## src/rtl/spif_pkg.sv

```systemverilog
package spif_pkg;
  localparam logic [7:0] A_DIV    = 8'h00;
  localparam logic [7:0] A_CLKM   = 8'h04;
  localparam logic [7:0] A_CSMODE = 8'h18;
  localparam logic [7:0] A_FMT    = 8'h40;
  localparam logic [7:0] A_TXD    = 8'h48;
  localparam logic [7:0] A_RXD    = 8'h4C;
  localparam logic [7:0] A_TXCTL  = 8'h50;
  localparam logic [7:0] A_RXCTL  = 8'h54;
  localparam logic [7:0] A_IE     = 8'h70;
  localparam logic [7:0] A_IP     = 8'h74;

  typedef enum logic [1:0] {
    CS_AUTO = 2'd0, CS_RSV = 2'd1, CS_HOLD = 2'd2, CS_OFF = 2'd3
  } cs_mode_e;

  typedef struct packed {
    logic [3:0] len;
    logic       dir_tx;
    logic       lsb_first;
    logic [1:0] proto;
  } fmt_t;

  function automatic logic [2:0] lane_cnt(input logic [1:0] p);
    return (p == 2'd1) ? 3'd2 : (p == 2'd2) ? 3'd4 : 3'd1;
  endfunction

  function automatic logic [1:0] lane_log(input logic [1:0] p);
    return (p == 2'd1) ? 2'd1 : (p == 2'd2) ? 2'd2 : 2'd0;
  endfunction

  function automatic logic [3:0] eff_len(input logic [3:0] l);
    return (l == 4'd0 || l > 4'd8) ? 4'd8 : l;
  endfunction

  function automatic logic [7:0] rev8(input logic [7:0] d);
    logic [7:0] r;
    for (int i = 0; i < 8; i++) r[i] = d[7-i];
    return r;
  endfunction
endpackage

```

## src/rtl/spif_fifo.sv

```systemverilog
module spif_fifo #(
  parameter int W     = 8,
  parameter int DEPTH = 8,
  parameter int CW    = $clog2(DEPTH + 1)
) (
  input  logic          clk,
  input  logic          rst_n,
  input  logic          in_valid,
  output logic          in_ready,
  input  logic [W-1:0]  in_data,
  output logic          out_valid,
  input  logic          out_ready,
  output logic [W-1:0]  out_data,
  output logic [CW-1:0] count
);
  localparam int AW = $clog2(DEPTH);

  logic [W-1:0]  mem [DEPTH];
  logic [AW-1:0] wp, rp;
  logic          push, pop;

  assign in_ready  = (count != CW'(DEPTH));
  assign out_valid = (count != '0);
  assign push      = in_valid && in_ready;
  assign pop       = out_valid && out_ready;
  assign out_data  = mem[rp];

  always_ff @(posedge clk) begin
    if (push) mem[wp] <= in_data;
  end

  always_ff @(posedge clk or negedge rst_n) begin
    if (!rst_n) begin
      wp <= '0; rp <= '0; count <= '0;
    end else begin
      if (push) wp <= wp + 1'b1;
      if (pop)  rp <= rp + 1'b1;
      count <= count + CW'(push) - CW'(pop);
    end
  end


  cnt_bound_chk: assert property (@(posedge clk) disable iff (!rst_n)
    count <= CW'(DEPTH));

  full_hold_chk: assert property (@(posedge clk) disable iff (!rst_n)
    (!in_ready && !out_ready) |=> !in_ready);

  empty_pop_chk: assert property (@(posedge clk) disable iff (!rst_n)
    (!out_valid && out_ready && !in_valid) |=> (count == '0));
endmodule

```

## src/rtl/spif_shifter.sv

```systemverilog
module spif_shifter
  import spif_pkg::*;
#(
  parameter int DIVW = 12
) (
  input  logic            clk,
  input  logic            rst_n,
  input  logic [DIVW-1:0] div,
  input  logic            pol,
  input  logic            pha,
  input  fmt_t            cfg,
  input  logic            tx_valid,
  output logic            tx_ready,
  input  logic [7:0]      tx_data,
  output logic            rx_valid,
  output logic [7:0]      rx_data,
  output logic            busy,
  output logic            sck,
  output logic [3:0]      dq_o,
  output logic [3:0]      dq_oe,
  input  logic [3:0]      dq_i
);
  logic [DIVW-1:0] tick_cnt;
  logic [4:0]      edge_cnt, nedges;
  logic            sck_int;
  logic [7:0]      sreg, rxr, inb;
  logic [3:0]      elen;
  fmt_t            fcfg;
  logic [2:0]      lanes;
  logic            lead, smp, sft;

  function automatic logic [7:0] order_rx(input logic [7:0] raw,
                                          input logic [3:0] n, input logic lsb);
    logic [7:0] r;
    r = '0;
    if (!lsb) r = raw;
    else for (int i = 0; i < 8; i++) if (i < int'(n)) r[i] = raw[int'(n) - 1 - i];
    return r;
  endfunction

  assign lanes    = lane_cnt(fcfg.proto);
  assign lead     = ~edge_cnt[0];
  assign smp      = pha ? !lead : lead;
  assign sft      = pha ? (lead && edge_cnt != 5'd0) : !lead;
  assign tx_ready = !busy;
  assign sck      = pol ^ sck_int;

  always_comb begin
    case (lanes)
      3'd2:    begin inb = {6'b0, dq_i[1:0]}; dq_o = {2'b0, sreg[7:6]};
                     dq_oe = (busy && fcfg.dir_tx) ? 4'b0011 : 4'b0000; end
      3'd4:    begin inb = {4'b0, dq_i};      dq_o = sreg[7:4];
                     dq_oe = (busy && fcfg.dir_tx) ? 4'b1111 : 4'b0000; end
      default: begin inb = {7'b0, dq_i[1]};   dq_o = {3'b0, sreg[7]};
                     dq_oe = busy ? 4'b0001 : 4'b0000; end
    endcase
  end

  always_ff @(posedge clk or negedge rst_n) begin
    if (!rst_n) begin
      busy <= 1'b0; tick_cnt <= '0; edge_cnt <= '0; nedges <= '0;
      sck_int <= 1'b0; sreg <= '0; rxr <= '0; elen <= 4'd8;
      fcfg <= '0; rx_valid <= 1'b0; rx_data <= '0;
    end else begin
      rx_valid <= 1'b0;
      if (!busy) begin
        tick_cnt <= '0;
        if (tx_valid) begin
          busy     <= 1'b1;
          fcfg     <= cfg;
          elen     <= eff_len(cfg.len);
          edge_cnt <= '0;
          nedges   <= {eff_len(cfg.len) >> lane_log(cfg.proto), 1'b0};
          sreg     <= cfg.lsb_first ? rev8(tx_data)
                                    : (tx_data << (4'd8 - eff_len(cfg.len)));
          rxr      <= '0;
        end
      end else if (tick_cnt < div) begin
        tick_cnt <= tick_cnt + 1'b1;
      end else begin
        tick_cnt <= '0;
        if (edge_cnt == nedges) begin
          busy     <= 1'b0;
          rx_valid <= !fcfg.dir_tx;
          rx_data  <= order_rx(rxr, elen, fcfg.lsb_first);
        end else begin
          sck_int  <= ~sck_int;
          edge_cnt <= edge_cnt + 1'b1;
          if (smp) rxr  <= (rxr << lanes) | inb;
          if (sft) sreg <= sreg << lanes;
        end
      end
    end
  end


  sck_idle_chk: assert property (@(posedge clk) disable iff (!rst_n)
    !busy |-> !sck_int);

  edge_bound_chk: assert property (@(posedge clk) disable iff (!rst_n)
    busy |-> (edge_cnt <= nedges));

  tx_no_push_chk: assert property (@(posedge clk) disable iff (!rst_n)
    (busy && fcfg.dir_tx) |=> !rx_valid);
endmodule

```

## src/rtl/spif_ctrl.sv

```systemverilog
module spif_ctrl
  import spif_pkg::*;
#(
  parameter int DIVW  = 12,
  parameter int DEPTH = 8,
  parameter int CW    = $clog2(DEPTH + 1)
) (
  input  logic        clk,
  input  logic        rst_n,
  input  logic        reg_wr,
  input  logic        reg_rd,
  input  logic [7:0]  reg_addr,
  input  logic [31:0] reg_wdata,
  output logic [31:0] reg_rdata,
  output logic        sck,
  output logic        cs_n,
  output logic [3:0]  dq_o,
  output logic [3:0]  dq_oe,
  input  logic [3:0]  dq_i,
  output logic        irq
);
  logic [DIVW-1:0] div_q;
  logic            pol_q, pha_q, held;
  cs_mode_e        csmode;
  fmt_t            fmt_q;
  logic [15:0]     txmark, rxmark;
  logic [1:0]      ie_q, ip;

  logic          tx_push, tx_room, tx_have, tx_take;
  logic [7:0]    tx_head, rx_head, sh_rx_data;
  logic [CW-1:0] tx_cnt, rx_cnt;
  logic          rx_pop, rx_have, unused_rx_room, sh_rx_valid, sh_busy;
  logic [7:0]    unused_wbits;

  assign tx_push      = reg_wr && (reg_addr == A_TXD);
  assign rx_pop       = reg_rd && (reg_addr == A_RXD);
  assign unused_wbits = reg_wdata[31:24];

  always_ff @(posedge clk or negedge rst_n) begin
    if (!rst_n) begin
      div_q <= DIVW'(3); pol_q <= 1'b0; pha_q <= 1'b0; csmode <= CS_AUTO;
      fmt_q <= '{len: 4'd8, dir_tx: 1'b0, lsb_first: 1'b0, proto: 2'd0};
      txmark <= '0; rxmark <= '0; ie_q <= '0;
    end else if (reg_wr) begin
      case (reg_addr)
        A_DIV:    div_q  <= reg_wdata[DIVW-1:0];
        A_CLKM:   {pha_q, pol_q} <= reg_wdata[1:0];
        A_CSMODE: csmode <= cs_mode_e'(reg_wdata[1:0]);
        A_FMT:    fmt_q  <= '{len: reg_wdata[19:16], dir_tx: reg_wdata[3],
                              lsb_first: reg_wdata[2], proto: reg_wdata[1:0]};
        A_TXCTL:  txmark <= reg_wdata[15:0];
        A_RXCTL:  rxmark <= reg_wdata[15:0];
        A_IE:     ie_q   <= reg_wdata[1:0];
        default: ;
      endcase
    end
  end

  always_ff @(posedge clk or negedge rst_n) begin
    if (!rst_n)                          held <= 1'b0;
    else if (sh_busy && csmode == CS_HOLD) held <= 1'b1;
    else if (!sh_busy && csmode != CS_HOLD) held <= 1'b0;
  end

  assign cs_n = !((csmode != CS_OFF) && (sh_busy || held));
  assign ip   = {(16'(rx_cnt) > rxmark), (16'(tx_cnt) < txmark)};
  assign irq  = |(ip & ie_q);

  always_comb begin
    case (reg_addr)
      A_DIV:    reg_rdata = 32'(div_q);
      A_CLKM:   reg_rdata = {30'b0, pha_q, pol_q};
      A_CSMODE: reg_rdata = {30'b0, csmode};
      A_FMT:    reg_rdata = {12'b0, fmt_q.len, 12'b0, fmt_q.dir_tx,
                             fmt_q.lsb_first, fmt_q.proto};
      A_TXD:    reg_rdata = {!tx_room, 31'b0};
      A_RXD:    reg_rdata = {!rx_have, 23'b0, rx_have ? rx_head : 8'h00};
      A_TXCTL:  reg_rdata = {16'b0, txmark};
      A_RXCTL:  reg_rdata = {16'b0, rxmark};
      A_IE:     reg_rdata = {30'b0, ie_q};
      A_IP:     reg_rdata = {30'b0, ip};
      default:  reg_rdata = '0;
    endcase
  end

  spif_fifo #(.W(8), .DEPTH(DEPTH), .CW(CW)) u_txq (
    .clk, .rst_n, .in_valid(tx_push), .in_ready(tx_room), .in_data(reg_wdata[7:0]),
    .out_valid(tx_have), .out_ready(tx_take), .out_data(tx_head), .count(tx_cnt));

  spif_fifo #(.W(8), .DEPTH(DEPTH), .CW(CW)) u_rxq (
    .clk, .rst_n, .in_valid(sh_rx_valid), .in_ready(unused_rx_room), .in_data(sh_rx_data),
    .out_valid(rx_have), .out_ready(rx_pop), .out_data(rx_head), .count(rx_cnt));

  spif_shifter #(.DIVW(DIVW)) u_shf (
    .clk, .rst_n, .div(div_q), .pol(pol_q), .pha(pha_q), .cfg(fmt_q),
    .tx_valid(tx_have), .tx_ready(tx_take), .tx_data(tx_head),
    .rx_valid(sh_rx_valid), .rx_data(sh_rx_data), .busy(sh_busy),
    .sck, .dq_o, .dq_oe, .dq_i);


  held_keep_chk: assert property (@(posedge clk) disable iff (!rst_n)
    (held && csmode == CS_HOLD) |=> held);

  rx_quiet_chk: assert property (@(posedge clk) disable iff (!rst_n)
    (!sh_rx_valid && !rx_pop) |=> $stable(rx_cnt));

  off_quiet_chk: assert property (@(posedge clk) disable iff (!rst_n)
    (csmode == CS_OFF) |-> cs_n);
endmodule

```

## config.mk

```make
export PLATFORM = sky130hd
export DESIGN_NAME = spif_ctrl
export DESIGN_NICKNAME = d
export VERILOG_FILES = /design/src/rtl/spif_pkg.sv /design/src/rtl/spif_fifo.sv /design/src/rtl/spif_shifter.sv /design/src/rtl/spif_ctrl.sv
export SDC_FILE = /design/constraint.sdc
export NUM_CORES = 1
export LEC_CHECK = 0
export ABC_AREA = 1
export BUFFER_PORTS_ARGS = -buffer_cell sky130_fd_sc_hd__buf_2
export CAP_MARGIN = 0
export CORE_UTILIZATION = 30
export DETAILED_ROUTE_END_ITERATION = 8
export GPL_TIMING_DRIVEN = 0
export SYNTH_ARGS = -nofsm -noshare
export SYNTH_HDL_FRONTEND = slang
export SYNTH_SLANG_ARGS = --single-unit
```

## constraint.sdc

```tcl
create_clock -name clk -period 6.8 [get_ports clk]
set_input_delay 0.68 -clock clk [delete_from_list [all_inputs] [get_ports clk]]
set_output_delay 0.68 -clock clk [all_outputs]
set_load 0.05 [all_outputs]
```

Word level (Yosys, flattened, before mapping)
Memory sizes are Yosys's and may differ from the RTL's.
Cells that the tools add are included.
{ "op_classes": {"addsub": 19, "mul": 0, "n_div": 0, "order_cmp": 20, "eq_ne": 25, "n_shift": 4, "muxes": 78, "bitwise": 8, "reduce_logical": 39} }
{ "ops": {"columns": ["op", "count"], "rows": [
  ["$pmux 32 s10", 1],
  ["$lt 32x5->1 const B", 8],
  ["$sub 32x4->32 const B", 4],
  ["$mux 8", 13],
  ["$sub 32x3->32 const B", 2],
  ["$eq 8x7->1 const B", 7],
  ["$mux 1", 40],
  ["$sub 32x2->32 const B", 1],
  ["$bmux 1 s3", 8],
  ["$mux 12", 2],
  ["$pmux 4 s2", 3],
  ["$mux 5", 4],
  ["$gt 4x16->1", 1],
  ["$lt 3x4->1 const A", 4],
  ["$lt 4x16->1", 1],
  ["$reduce_and 2->1", 8],
  ["$shl 8x3->8", 2],
  ["$add 12x1->12 const B", 1],
  ["$add 3x1->3 const B", 4],
  ["$lt 12x12->1", 1],
  ["$ne 2x2->1 const B", 6],
  ["$logic_and 1x1->1", 11],
  ["$reduce_and 3->1", 3],
  ["$add 4x1->4", 2],
  ["other kinds (33)", 56]
]} }
{ "word_totals": {"register_bits": 135, "latch_bits": 0, "ram_bits": 128, "mem_bits_ro": 0, "in_bits": 48, "mem_count": 2} }
{ "mem_list": {"columns": ["name", "depth", "width", "rd", "rd_clocked_by_memory_dff", "wr", "line", "text"], "rows": [
  ["u_rxq.mem", 8, 8, 1, 0, 1, "spif_fifo.sv:18", "logic [W-1:0] mem [DEPTH];"],
  ["u_txq.mem", 8, 8, 1, 0, 1, "spif_fifo.sv:18", null]
]} }

Depth between registers and ports, before layout
Gate-level depths: netlist of run 1.
{ "depth": {"depth_word": 10, "depth_mapped": 16, "depth_no_buf": 14} }

By module
A second synthesis of run 1 with hierarchy kept.
{ "unflattened": {"cells_unflattened": 1735, "area_unflattened_um2": 14766.7} }
{ "modules_own_cells": {"columns": ["mod", "n_inst", "cells_per_inst", "area_per_inst_um2"], "rows": [
  ["spif_fifo", 2, 343, 3464.6],
  ["spif_shifter", 1, 601, 4270.3],
  ["spif_ctrl", 1, 448, 3567.2]
]} }

Least setup slack after synthesis of run 1
No wires, ideal clock.
{ "synth_path": {"kind": "input port to output port", "start": "input reg_addr[7]", "end": "output reg_rdata[2]", "arrival_time_ns": 2.336, "slack_ns": 3.784, "stages": 7, "path_cell_list": "inv_1 > nand2_2 > nor3_4 > nand4_2 > a31oi_4 > o21ai_0 > o221ai_1"} }
{ "synth_between": {"elab_chain_len": 2, "elab_cells_between_ends": 11, "cone_classes": "eq/ne (9); mux (1); reduce/logical (1)"} }
{ "synth_rtl": {"columns": ["element", "line", "text"], "rows": [
  ["start: declaration", "spif_ctrl.sv:12", "input logic [7:0] reg_addr,"],
  ["$eq 8x7->1 (tied with other cells)", "spif_ctrl.sv:70", "case (reg_addr)"],
  ["$pmux 32 s10 (*)", "spif_ctrl.sv:70", null],
  ["end: declaration", "spif_ctrl.sv:14", "output logic [31:0] reg_rdata,"]
]} }
Every way passes the cells marked *; elsewhere a longest branch is shown, timed or not.

Final worst setup path of run 1
{ "layout_path": {"start": "register u_rxq.rp[0]", "end": "output reg_rdata[0]"} }
{ "layout_between": {"elab_chain_len": 3} }
{ "layout_rtl": {"columns": ["element", "line", "text"], "rows": [
  ["start: declaration", "spif_fifo.sv:19", "logic [AW-1:0] wp, rp;"],
  ["start signal: assignment", "spif_fifo.sv:37", "if (pop) rp <= rp + 1'b1;"],
  ["$mem_v2 8x8", null, null],
  ["$mux 8", "spif_ctrl.sv:77", "A_RXD: reg_rdata = {!rx_have, 23'b0, rx_have ? rx_head : 8'h00};"],
  ["$pmux 32 s10", "spif_ctrl.sv:70", null]
]} }
No other way between the ends.

==> results of run 1 <==
==> cell families after synthesis <==
logic type                 Yosys count  share of synthesized area, %
buffers and inverters              263                         8.143
AOI/OAI and AO/OA                  268                         11.52
xor gates and xnor gates            25                         1.788
adders and majority gates           48                         4.558
muxes                               13                        0.9728
and+or+nand+nor                    630                         19.47
DFF                                263                         53.51
other                                1                       0.02777
==> cell usage after synthesis (all sizes together) (3+ instances only) <==
cell type | count | share of area [%]
nand3 | 99 | 3.7
o32ai | 6 | 0.39
nor4 | 5 | 0.23
a21oi | 35 | 1.3
o221ai | 10 | 0.65
buf | 41 | 2.0
xor2 | 17 | 1.2
a22oi | 4 | 0.22
a221oi | 3 | 0.19
xnor2 | 8 | 0.57
nor3 | 13 | 0.60
o21ai | 160 | 5.9
inv | 194 | 5.4
ha | 46 | 4.3
o2111ai | 7 | 0.45
nor2 | 127 | 3.7
mux2i | 12 | 0.89
dfstp | 4 | 0.78
edfxtp | 128 | 28
nand2 | 366 | 10
nand4 | 11 | 0.56
o211ai | 11 | 0.61
o22ai | 19 | 0.88
a31oi | 3 | 0.25
a32o | 3 | 0.22
clkbuf | 26 | 0.72
dfrtp | 131 | 24
or2 | 3 | 0.14
==> area by class of cell <==
class	instances	area, µm²	area share (%)
tap	592	740.7	4.724
clock buffer	36	802.0	5.114
sequential	263	7227	46.09
inverter	196	735.7	4.692
buffer	67	364.1	2.322
multi-input combinational	995	5241	33.42
clock inverter	16	193.9	1.237
timing repair buffer	69	376.6	2.402
==> worst max-delay path, delay by kind of cell, from the launching register on <==
kind,cells,cell delay (ps)
AOI/OAI and AO/OA,2,430
buffers and inverters,4,1150
DFF,1,380
and+or+nand+nor,2,370
==> power breakdown <==
group | internal (mW) | switching, mW
Combinational | 0.587 | 1.17
Sequential | 1.89 | 0.165
Clock | 0.984 | 0.641
==> sequential cells by signal (all words and copies together), names as in the netlist, 5 cells and up <==
| signal | count |
|---|---|
| u_shf.sreg | 8 |
| div_q | 12 |
| u_rxq.mem | 64 |
| u_shf.rxr | 8 |
| u_shf.rx_data | 8 |
| u_shf.tick_cnt | 12 |
| txmark | 16 |
| rxmark | 16 |
| u_txq.mem | 64 |
| u_shf.edge_cnt | 5 |
| fmt_q | 8 |
==> worst paths after layout <==
kind,start,endpoint,slack [ps],depth (start not counted)
setup / recovery,u_rxq.rp[0],reg_rdata[0],3230,8
min in group clk,reg_wdata[12],txmark[12],380,3
max in group asynchronous,rst_n,u_shf.elen[3],5900,2
setup reg to reg,u_txq.count[2],u_txq.mem[4][2],4000,7
hold / removal,rst_n,u_rxq.rp[1],70,1
hold reg to reg,u_shf.sreg[1],u_shf.sreg[1],480,2
==> per-stage QoR <==
stage / setup WS (ps) / instances / power, mW
after global placement: 3114 / 2179 / 3.795
after global routing: 3099 / 2234 / 5.806
after detailed placement: 3232 / 2181 / 3.835
after CTS: 3195 / 2233 / 5.470
after floorplan: 3784 / 1521 / 3.337
final: 3230 / 2234 / 5.440
==> per-layer routing <==
| metal | share of wire, % | up-vias | wire length [µm] |
|---|---|---|---|
| met3 | 6.1 | 43 | 2177 |
| met5 | 0.036 | - | 13 |
| met1 | 48 | 5217 | 17000 |
| li1 | - | 5241 | - |
| met2 | 44 | 314 | 15880 |
| met4 | 1.8 | 2 | 644 |
==> results by group, run 1 <==
Critical path
  – Crit path cell chain: clkbuf_1 > inv_1 > clkbuf_1 > nor2_1 > o32ai_1 > o211ai_1 > nand4_1 > buf_2
  – Critical path startpoint category: flip-flop
  – Crit Path Max Fanout: 10
  – Most used cell along the critical path: clkbuf_1
  – CP peak stage delay: 520 ps
  – Crit. End Element: output port
  – WP data required: roughly 6100 ps
  – Crit path kind: flip-flop to output port
  – Worst path arrival time: 2890 ps
  – Slowest-stage cell, CP: clkbuf_1

Layout
  – Cell area after layout: approximately 16000 µm²
  – Final nets: 1716
  – Antenna diodes: 0
  – Most common cell after layout, fill and taps aside: nand2_1
  – Post-layout util: 35.38%
  – Fill count: 4541
  – Most frequent cells in the layout: nand2_1 (361), inv_1 (190), o21ai_0 (138)
  – Layout area overhead: 16.11%
  – Share of cells above drive strength 1: 11.63%

Place
  – HPWL after DPL: 26.42 mm
  – Post-DP Area: 14660 µm²
  – RePlAce Congestion: 0.8762
  – Port bufs: 66

Global routing
  – Aggregate global routing overflow: 0
  – Largest net degree at the start of global routing: 89
  – Vias in the first global route: just over 10000
  – Grt peak-use layer: met2
  – First-pass GRT wire length: about 57 mm
  – Grt met2 use: 24.22%
  – GRT met3 Usage: 2.525%
  – Antenna violations before repair: 1
  – Global Route Usage Sum: 15.57%
  – Routing usage on met1: a little under a quarter

Floorplan
  – Die H: 214.2 µm
  – Initial core utilization: a little under a third
  – CORE AREA: approximately 44000 µm²
  – Full die area: 45870 µm²
  – Die W: 214.2 µm
  – Row count: 77
  – IO Pins: 91

Clock network
  – Clk sinks: about 260
  – CTS root buffer: clkbuf_16
  – Clk slew on worst S/H paths: around 70 ps
  – Post-CTS Resized: 0
  – CTS tree: yes
  – Hold_buf cts: 0
  – H-tree Lvls: 1
  – Max Root-Sink Buffers: 3
  – Worst-Skew Late Latency: 550 ps
  – Setup bufs post-CTS: 0
  – TritonCTS buffer count: 28

Synthesis
  – Sequential share of the synthesized area: 53.51%
  – Post-synthesis async set-or-reset flop share: 51.33%
  – Synth Register Bits: 263
  – Syn_area_per_cell: 8.938 µm²
  – Distinct cells, synth: 55
  – Synthesized area: 13510 µm²
  – Gate Count Post-Synth: around 1500
  – EDFF count, synth: 128
  – Top_reg_cell synth: dfrtp_1
  – Synth Warn #: 0

Timing
  – Final setup TNS: 0 ps
  – Setup Skew: between 15 and 20 ps
  – Fmax: 280.1 MHz
  – Max_slew headroom: 6.474%
  – Period utilization: 52.50%
  – Final Max Slew Viols: 0
  – Final Setup Violations: 0
  – RSZ-0062 raised after global routing: no
  – Hold slack: 67.94 ps
  – Final Hold Fails: 0
  – Minimum clock period: 3570 ps
  – Worst-Margin Slew: around 1400 ps

Outcome
  – Status: completed

Detailed routing
  – Pre-antenna DRT Iters: 5
  – Via count: 10820
  – First DRT Iteration DRCs: 828
  – Total Wirelength: 35.72 mm
  – Post-DR wirelength/cell: 15.99 µm
  – Avg Vias per Cell: 4.842
  – DRC errors left: 0
  – ANT nets after route: 0

Worst hold path
  – Hold Crit Class: input pin to asynchronous set/reset pin

Power
  – Peak supply drop: around 0.18 mV
  – PD cells: 346.9 nW/µm²
  – LEAKAGE: 6.957 nW

Flow run
  – Max Cap Viol: 0
(Power assumes the default switching activity.)
==> inputs of run 2 (changes only) <==
==> constraint.sdc (replaced) <==
create_clock -name clk -period 2.96 [get_ports clk]
set_input_delay 0.296 -clock clk [delete_from_list [all_inputs] [get_ports clk]]
set_output_delay 0.296 -clock clk [all_outputs]
set_load 0.05 [all_outputs]
==> results by group, run 2 (same netlist as run 1, synthesis figures left out) <==
Critical path
  – Worst path arrival time: 2570 ps (-320 ps)
  – Crit path kind: flip-flop to output port
  – Crit Path Max Fanout: 10 (unchanged)
  – Crit. End Element: output port
  – WP data required: 2660 ps (-3460 ps)
  – Critical path startpoint category: flip-flop

Layout
  – Layout area overhead: 16.60%
  – Most common cell after layout, fill and taps aside: nand2_1
  – Final nets: 1720 (+0.23%)
  – Antenna diodes: 0 (unchanged)
  – Cell area after layout: 15750 µm² (+0.42%)
  – Most frequent cells in the layout: nand2_1 (361), inv_1 (190), o21ai_0 (138)
  – Share of cells above drive strength 1: 12.03% (+0.40 points)
  – Biggest registers after layout: u_rxq.mem (64), u_txq.mem (64)

Clock network
  – CTS tree: yes
  – Max Root-Sink Buffers: 3 (unchanged)
  – CTS root buffer: clkbuf_16
  – Clk slew on worst S/H paths: 60 ps (about the same)
  – Clk sinks: 263 (unchanged)
  – TritonCTS buffer count: 28 (unchanged)
  – H-tree Lvls: 1 (unchanged)
  – Worst-Skew Late Latency: 550 ps (about the same)

Detailed routing
  – Avg Vias per Cell: 4.815 (-0.56%)
  – DRC errors left: 0 (unchanged)
  – ANT nets after route: 0 (unchanged)
  – Post-DR wirelength/cell: 15.96 µm (-0.14%)
  – Via count: 10780 (-0.38%)
  – Pre-antenna DRT Iters: 5 (unchanged)
  – First DRT Iteration DRCs: 845 (+2.1%)
  – Total Wirelength: 35.73 mm (about the same)

Flow run
  – Max Cap Viol: 0 (unchanged)

Timing
  – Setup Skew: 17.48 ps (-0.9345 ps)
  – Final Max Slew Viols: 0 (unchanged)
  – Max_slew headroom: 34.18% (+28 points)
  – Fmax: 348.8 MHz
  – Final Setup Violations: 0 (unchanged)
  – RSZ-0062 raised after global routing: no
  – Post-layout worst setup margin: 93.15 ps (-3137 ps)
  – Worst-Margin Slew: 981.9 ps (-410.2 ps)
  – Final Hold Fails: 0 (unchanged)
  – Minimum clock period: 2867 ps
  – Period utilization: 96.85%
  – Final setup TNS: 0 ps (unchanged)

Power
  – Psw: 4.545 mW (+130%)
  – Peak supply drop: 0.4136 mV (+130%)
  – PD cells: 793.7 nW/µm² (+130%)
  – Clock power frac: 29.9% (about the same)
  – Power Total: 12.50 mW (+130%)
  – Comb power frac: 32.4% (about the same)
  – Reg power frac: 37.8% (about the same)
  – Switching Share: 36.36% (-0.039 points)
  – LEAKAGE: 6.995 nW (+0.55%)
  – Internal power: 7.954 mW (+130%)

Global routing
  – Largest net degree at the start of global routing: 89 (unchanged)
  – Vias in the first global route: 10360 (+0.11%)
  – First-pass GRT wire length: 57.44 mm (about the same)
  – Aggregate global routing overflow: 0 (unchanged)
  – Antenna violations before repair: 1 (unchanged)
  – Global Route Usage Sum: 15.58% (about the same)

Place
  – Pre-CTS setup slack: -224.4 ps (-3456 ps)
  – RePlAce Congestion: 0.8762 (unchanged)
  – Port bufs: 66 (unchanged)
  – Post-DP Area: 14660 µm² (unchanged)
  – HPWL after DPL: 26.42 mm (unchanged)

Floorplan
  – CORE AREA: 44320 µm² (unchanged)
  – Die W: 214.2 µm (unchanged)
  – Row count: 77 (unchanged)
  – Full die area: 45870 µm² (unchanged)
  – Initial core utilization: 30.47% (unchanged)
  – Die H: 214.2 µm (unchanged)
  – IO Pins: 91 (unchanged)

Worst hold path
  – Hold Crit Class: input pin to flip-flop

Outcome
  – Status: completed
-- run 2: cell count changes in the layout (fill, tap and decap cells not counted) --
| cell | before | now |
|---|---|---|
| buf_4 | 20 | 21 |
| clkbuf_2 | 0 | 5 |
| clkbuf_1 | 28 | 21 |
| dlygate4sd3_1 | 0 | 5 |
| nor3_2 | 6 | 7 |
| nor3_1 | 6 | 5 |
| buf_2 | 84 | 82 |
| clkbuf_4 | 1 | 3 |
-- run 2: power by group through the flow --
stage / sequential (mW) / combinational [mW] / clock, mW
finish: 4.72 / 4.05 / 3.73
global route: 4.78 / 4.62 / 3.95
CTS: 4.71 / 4.05 / 3.81
detailed placement: 4.78 / 4.03 / 0
global placement: 4.77 / 3.95 / 0
floorplan: 4.65 / 3.01 / 0
-- run 2: path summary, 6_finish.rpt --
path                       slack, ps  cells past startpoint           from             end
setup / recovery                  90                      7    u_rxq.rp[0]    reg_rdata[0]
hold / removal                    20                      3  reg_wdata[18]        fmt_q[6]
setup reg to reg                 270                     10     u_shf.busy  u_txq.count[2]
hold reg to reg                  480                      2  u_shf.sreg[1]   u_shf.sreg[1]
max in group asynchronous       1850                      3          rst_n   u_shf.elen[3]
min in group asynchronous        270                      2          rst_n     u_rxq.rp[1]
-- run 2: per-stage QoR --
step | cells | hold slack (ps) | utilization, %
final | 2238 | 23.39 | 35.53
after global routing | 2238 | 37.87 | 35.53
after CTS | 2237 | 2.410 | 35.46
after detailed placement | 2181 | 273.5 | 33.09
after global placement | 2179 | 468.6 | 32.98
after floorplan | 1521 | 0.4090 | -
-- run 2: worst max-delay path: stages (launching register included) --
cell and delay, ps:
dfrtp_1 460, inv_1 140, clkbuf_4 230, nor2_1 110, o32ai_1 110, o211ai_1 350, nand4_1 320, buf_4 290
-- run 2: area by class of cell --
type	instances	area [µm²]
clock inverters	16	193.9
plain buffers	66	370.4
fillers	4534	28570
clock buffers	36	802.0
inverters	196	735.7
well taps	592	740.7
repair buffers	74	431.7
flip-flops and latches	263	7227
multi-input cells	995	5246
-- run 2: metal layers --
metal / wire, µm / up-vias / GRT usage (%) / share of wire [%]
li1: - / 5247 / - / -
met1: 17250 / 5201 / 22.59 / 48
met2: 15910 / 282 / 24.27 / 45
met3: 1922 / 44 / 2.525 / 5.4
met4: 635 / 2 / 3.571 / 1.8
met5: 13 / - / 0 / 0.036
-- run 2: repair_timing --
action / 4_1_cts / 5_1_grt
pin swaps: 2 / 1
gates resized for setup: 6 / 6
hold buffers: 5 / 0
endpoints found under the hold margin: 52 / 0
endpoints found under the setup margin: 8 / 13
buffers inserted: 0 / 0
==> inputs of run 3 (changes only) <==
==> constraint.sdc (replaced) <==
create_clock -name clk -period 2.9 [get_ports clk]
set_input_delay 0.29 -clock clk [delete_from_list [all_inputs] [get_ports clk]]
set_output_delay 0.29 -clock clk [all_outputs]
set_load 0.05 [all_outputs]
==> results by group, run 3 (same netlist as run 1, synthesis figures left out) <==
Timing
  – Final setup TNS: 0 ps (unchanged)
  – Final Max Slew Viols: 0 (unchanged)
  – RSZ-0062 raised after global routing: yes
  – Minimum clock period: 2828 ps
  – Final Setup Violations: 0 (unchanged)
  – Hold slack: 32.04 ps (+8.648 ps)
  – Period utilization: 97.51%
  – Setup Skew: 17.04 ps (-0.4435 ps)
  – Post-layout worst setup margin: 72.24 ps (-20.91 ps)
  – Max_slew headroom: 31.68% (-2.5 points)
  – Fmax: between 300 and 400 MHz
  – Worst-Margin Slew: 1019 ps (+37.23 ps)
  – Final Hold Fails: 0 (unchanged)

Critical path
  – Crit path max-delay family: buffers and inverters
  – R2R Path Start: u_shf.busy
  – Reg2Reg Depth: 10 (unchanged)
  – Worst path arrival time: 2540 ps (-30 ps)
  – Crit path cell chain: inv_1 > clkbuf_1 > o221ai_1 > o211ai_1 > nand4_1 > buf_2
  – Reg2reg setup slack: 210 ps (-60 ps)
  – R2r endpoint: u_txq.count[2]
  – Slowest-stage cell, CP: dfrtp_1
  – Critical path startpoint category: flip-flop
  – CP peak stage delay: 470 ps (about the same)
  – Crit. End Element: output port
  – CP bufs+invs: 3 (unchanged)
  – WP data required: 2610 ps (-50 ps)
  – Cell count along the critical path: 6 (-1)
  – Crit path kind: flip-flop to output port
  – Crit Path Max Fanout: 10 (unchanged)

Power
  – Peak supply drop: 0.4198 mV (+1.5%)
  – Switching Share: 36.39% (about the same)
  – LEAKAGE: 7.006 nW (+0.15%)
  – Comb power frac: 32.4% (about the same)
  – Psw: 4.645 mW (+2.2%)
  – Clock power frac: 29.8% (about the same)
  – PD cells: 809.4 nW/µm² (+2.0%)
  – Power Total: 12.77 mW (+2.1%)
  – Reg power frac: 37.7% (about the same)
  – Internal power: 8.121 mW (+2.1%)

Floorplan
  – Row count: 77 (unchanged)
  – Full die area: 45870 µm² (unchanged)
  – IO Pins: 91 (unchanged)
  – Die W: 214.2 µm (unchanged)
  – CORE AREA: 44320 µm² (unchanged)
  – Die H: 214.2 µm (unchanged)
  – Initial core utilization: 30.47% (unchanged)

Layout
  – Register Area: 7228 µm² (about the same)
  – Post-Layout Cell Count: 2240 (+0.089%)
  – Most frequent cells in the layout: nand2_1 (361), inv_1 (190), o21ai_0 (138)
  – Final nets: 1722 (+0.12%)
  – Fill count: 4533 (-0.022%)
  – Layout area overhead: 16.79%
  – Biggest registers after layout: u_rxq.mem (64), u_txq.mem (64)
  – Most common cell after layout, fill and taps aside: nand2_1
  – Post-layout util: 35.59% (+0.057 points)
  – Share of cells above drive strength 1: 12.14% (+0.11 points)
  – Multi-input logic area: 5246 µm² (unchanged)
  – Cell area after layout: 15770 µm² (+0.16%)
  – Antenna diodes: 0 (unchanged)

Detailed routing
  – Via count: 10800 (+0.22%)
  – First DRT Iteration DRCs: 836 (-1.1%)
  – Total Wirelength: 35.81 mm (+0.22%)
  – Avg Vias per Cell: 4.821 (+0.13%)
  – Pre-antenna DRT Iters: 5 (unchanged)
  – ANT nets after route: 0 (unchanged)
  – Post-DR wirelength/cell: 15.98 µm (+0.13%)
  – DRC errors left: 0 (unchanged)

Flow run
  – Max Cap Viol: 0 (unchanged)

Clock network
  – H-tree Lvls: 1 (unchanged)
  – CTS root buffer: clkbuf_16
  – Max Root-Sink Buffers: 3 (unchanged)
  – TritonCTS buffer count: 28 (unchanged)
  – Clk sinks: 263 (unchanged)
  – Setup bufs post-CTS: 0 (unchanged)
  – Clk slew on worst S/H paths: 70 ps (about the same)
  – CTS tree: yes
  – Worst-Skew Late Latency: 550 ps (about the same)

Global routing
  – Vias in the first global route: 10370 (+0.029%)
  – Antenna violations before repair: 1 (unchanged)
  – First-pass GRT wire length: 57.53 mm (+0.14%)
  – Global Route Usage Sum: 15.60% (+0.022 points)
  – Largest net degree at the start of global routing: 89 (unchanged)
  – Aggregate global routing overflow: 0 (unchanged)

Worst hold path
  – Hold path start: reg_rd
  – Hold endpoint: u_rxq.rp[1]
  – Hold Crit Class: input pin to flip-flop
  – WHS Path Cells: 4 (+1)

Place
  – HPWL after DPL: 26.42 mm (unchanged)
  – Port bufs: 66 (unchanged)
  – Pre-CTS setup slack: -278.4 ps (-54.00 ps)
  – RePlAce Congestion: 0.8762 (unchanged)
  – Placed cells: 2181 (unchanged)
  – Post-DP Area: 14660 µm² (unchanged)

Outcome
  – Status: completed
==> run 3: cell types whose count changed in the layout (fill, tap and decap cells not counted), sizes merged <==
cell | before | now
buf | 108 | 107
dlygate4sd3 | 5 | 7
clkbuf | 63 | 64
==> run 3: repair_timing <==
item                                   4_1_cts  5_1_grt
setup endpoints to repair                   16       13
hold buffers                                 7        0
gates resized for setup                      9        7
endpoints found under the hold margin       54        0
cloned                                       0        0
pin swaps                                    2        1
==> run 3: worst min-delay path, cell delays in order <==
cell,delay [ps]
buf_2,90
nand2_2,70
nand2_1,60
nand2_1,50
==> run 3: worst max-delay path by stage <==
stage / slack (ps) / end / from
after floorplan: 490 / irq / u_rxq.count[0]
after global placement: -400 / u_shf.sreg[7] / rst_n
after detailed placement: -280 / u_txq.mem[2][3] / reg_addr[7]
after CTS: 20 / reg_rdata[0] / u_rxq.rp[1]
after global routing: -10 / reg_rdata[7] / u_rxq.rp[2]
final: 70 / reg_rdata[1] / u_rxq.rp[2]
==> run 3: routing by layer <==
layer	vias to the layer above	track usage, %	part of all wire, %
met4	2	3.643	1.8
met2	316	24.32	45
met5	-	0	0.036
li1	5248	-	-
met3	44	2.411	5.8
met1	5190	22.66	48
==> run 3: area by class of cell <==
type / count / share of cell area [%]
sequential: 263 / 45.83
multi-input combinational: 995 / 33.26
clock buffer: 36 / 5.085
tap: 592 / 4.696
inverter: 196 / 4.664
timing repair buffer: 76 / 2.880
buffer: 66 / 2.356
clock inverter: 16 / 1.230
==> run 3: power by group through the flow <==
| stage | Combinational (mW) | Sequential, mW | Clock [mW] |
|---|---|---|---|
| finish | 4.14 | 4.81 | 3.81 |
| CTS | 4.14 | 4.81 | 3.89 |
| global placement | 4.03 | 4.87 | 0 |
| global route | 4.71 | 4.88 | 4.03 |
| detailed placement | 4.11 | 4.88 | 0 |
| floorplan | 3.08 | 4.75 | 0 |
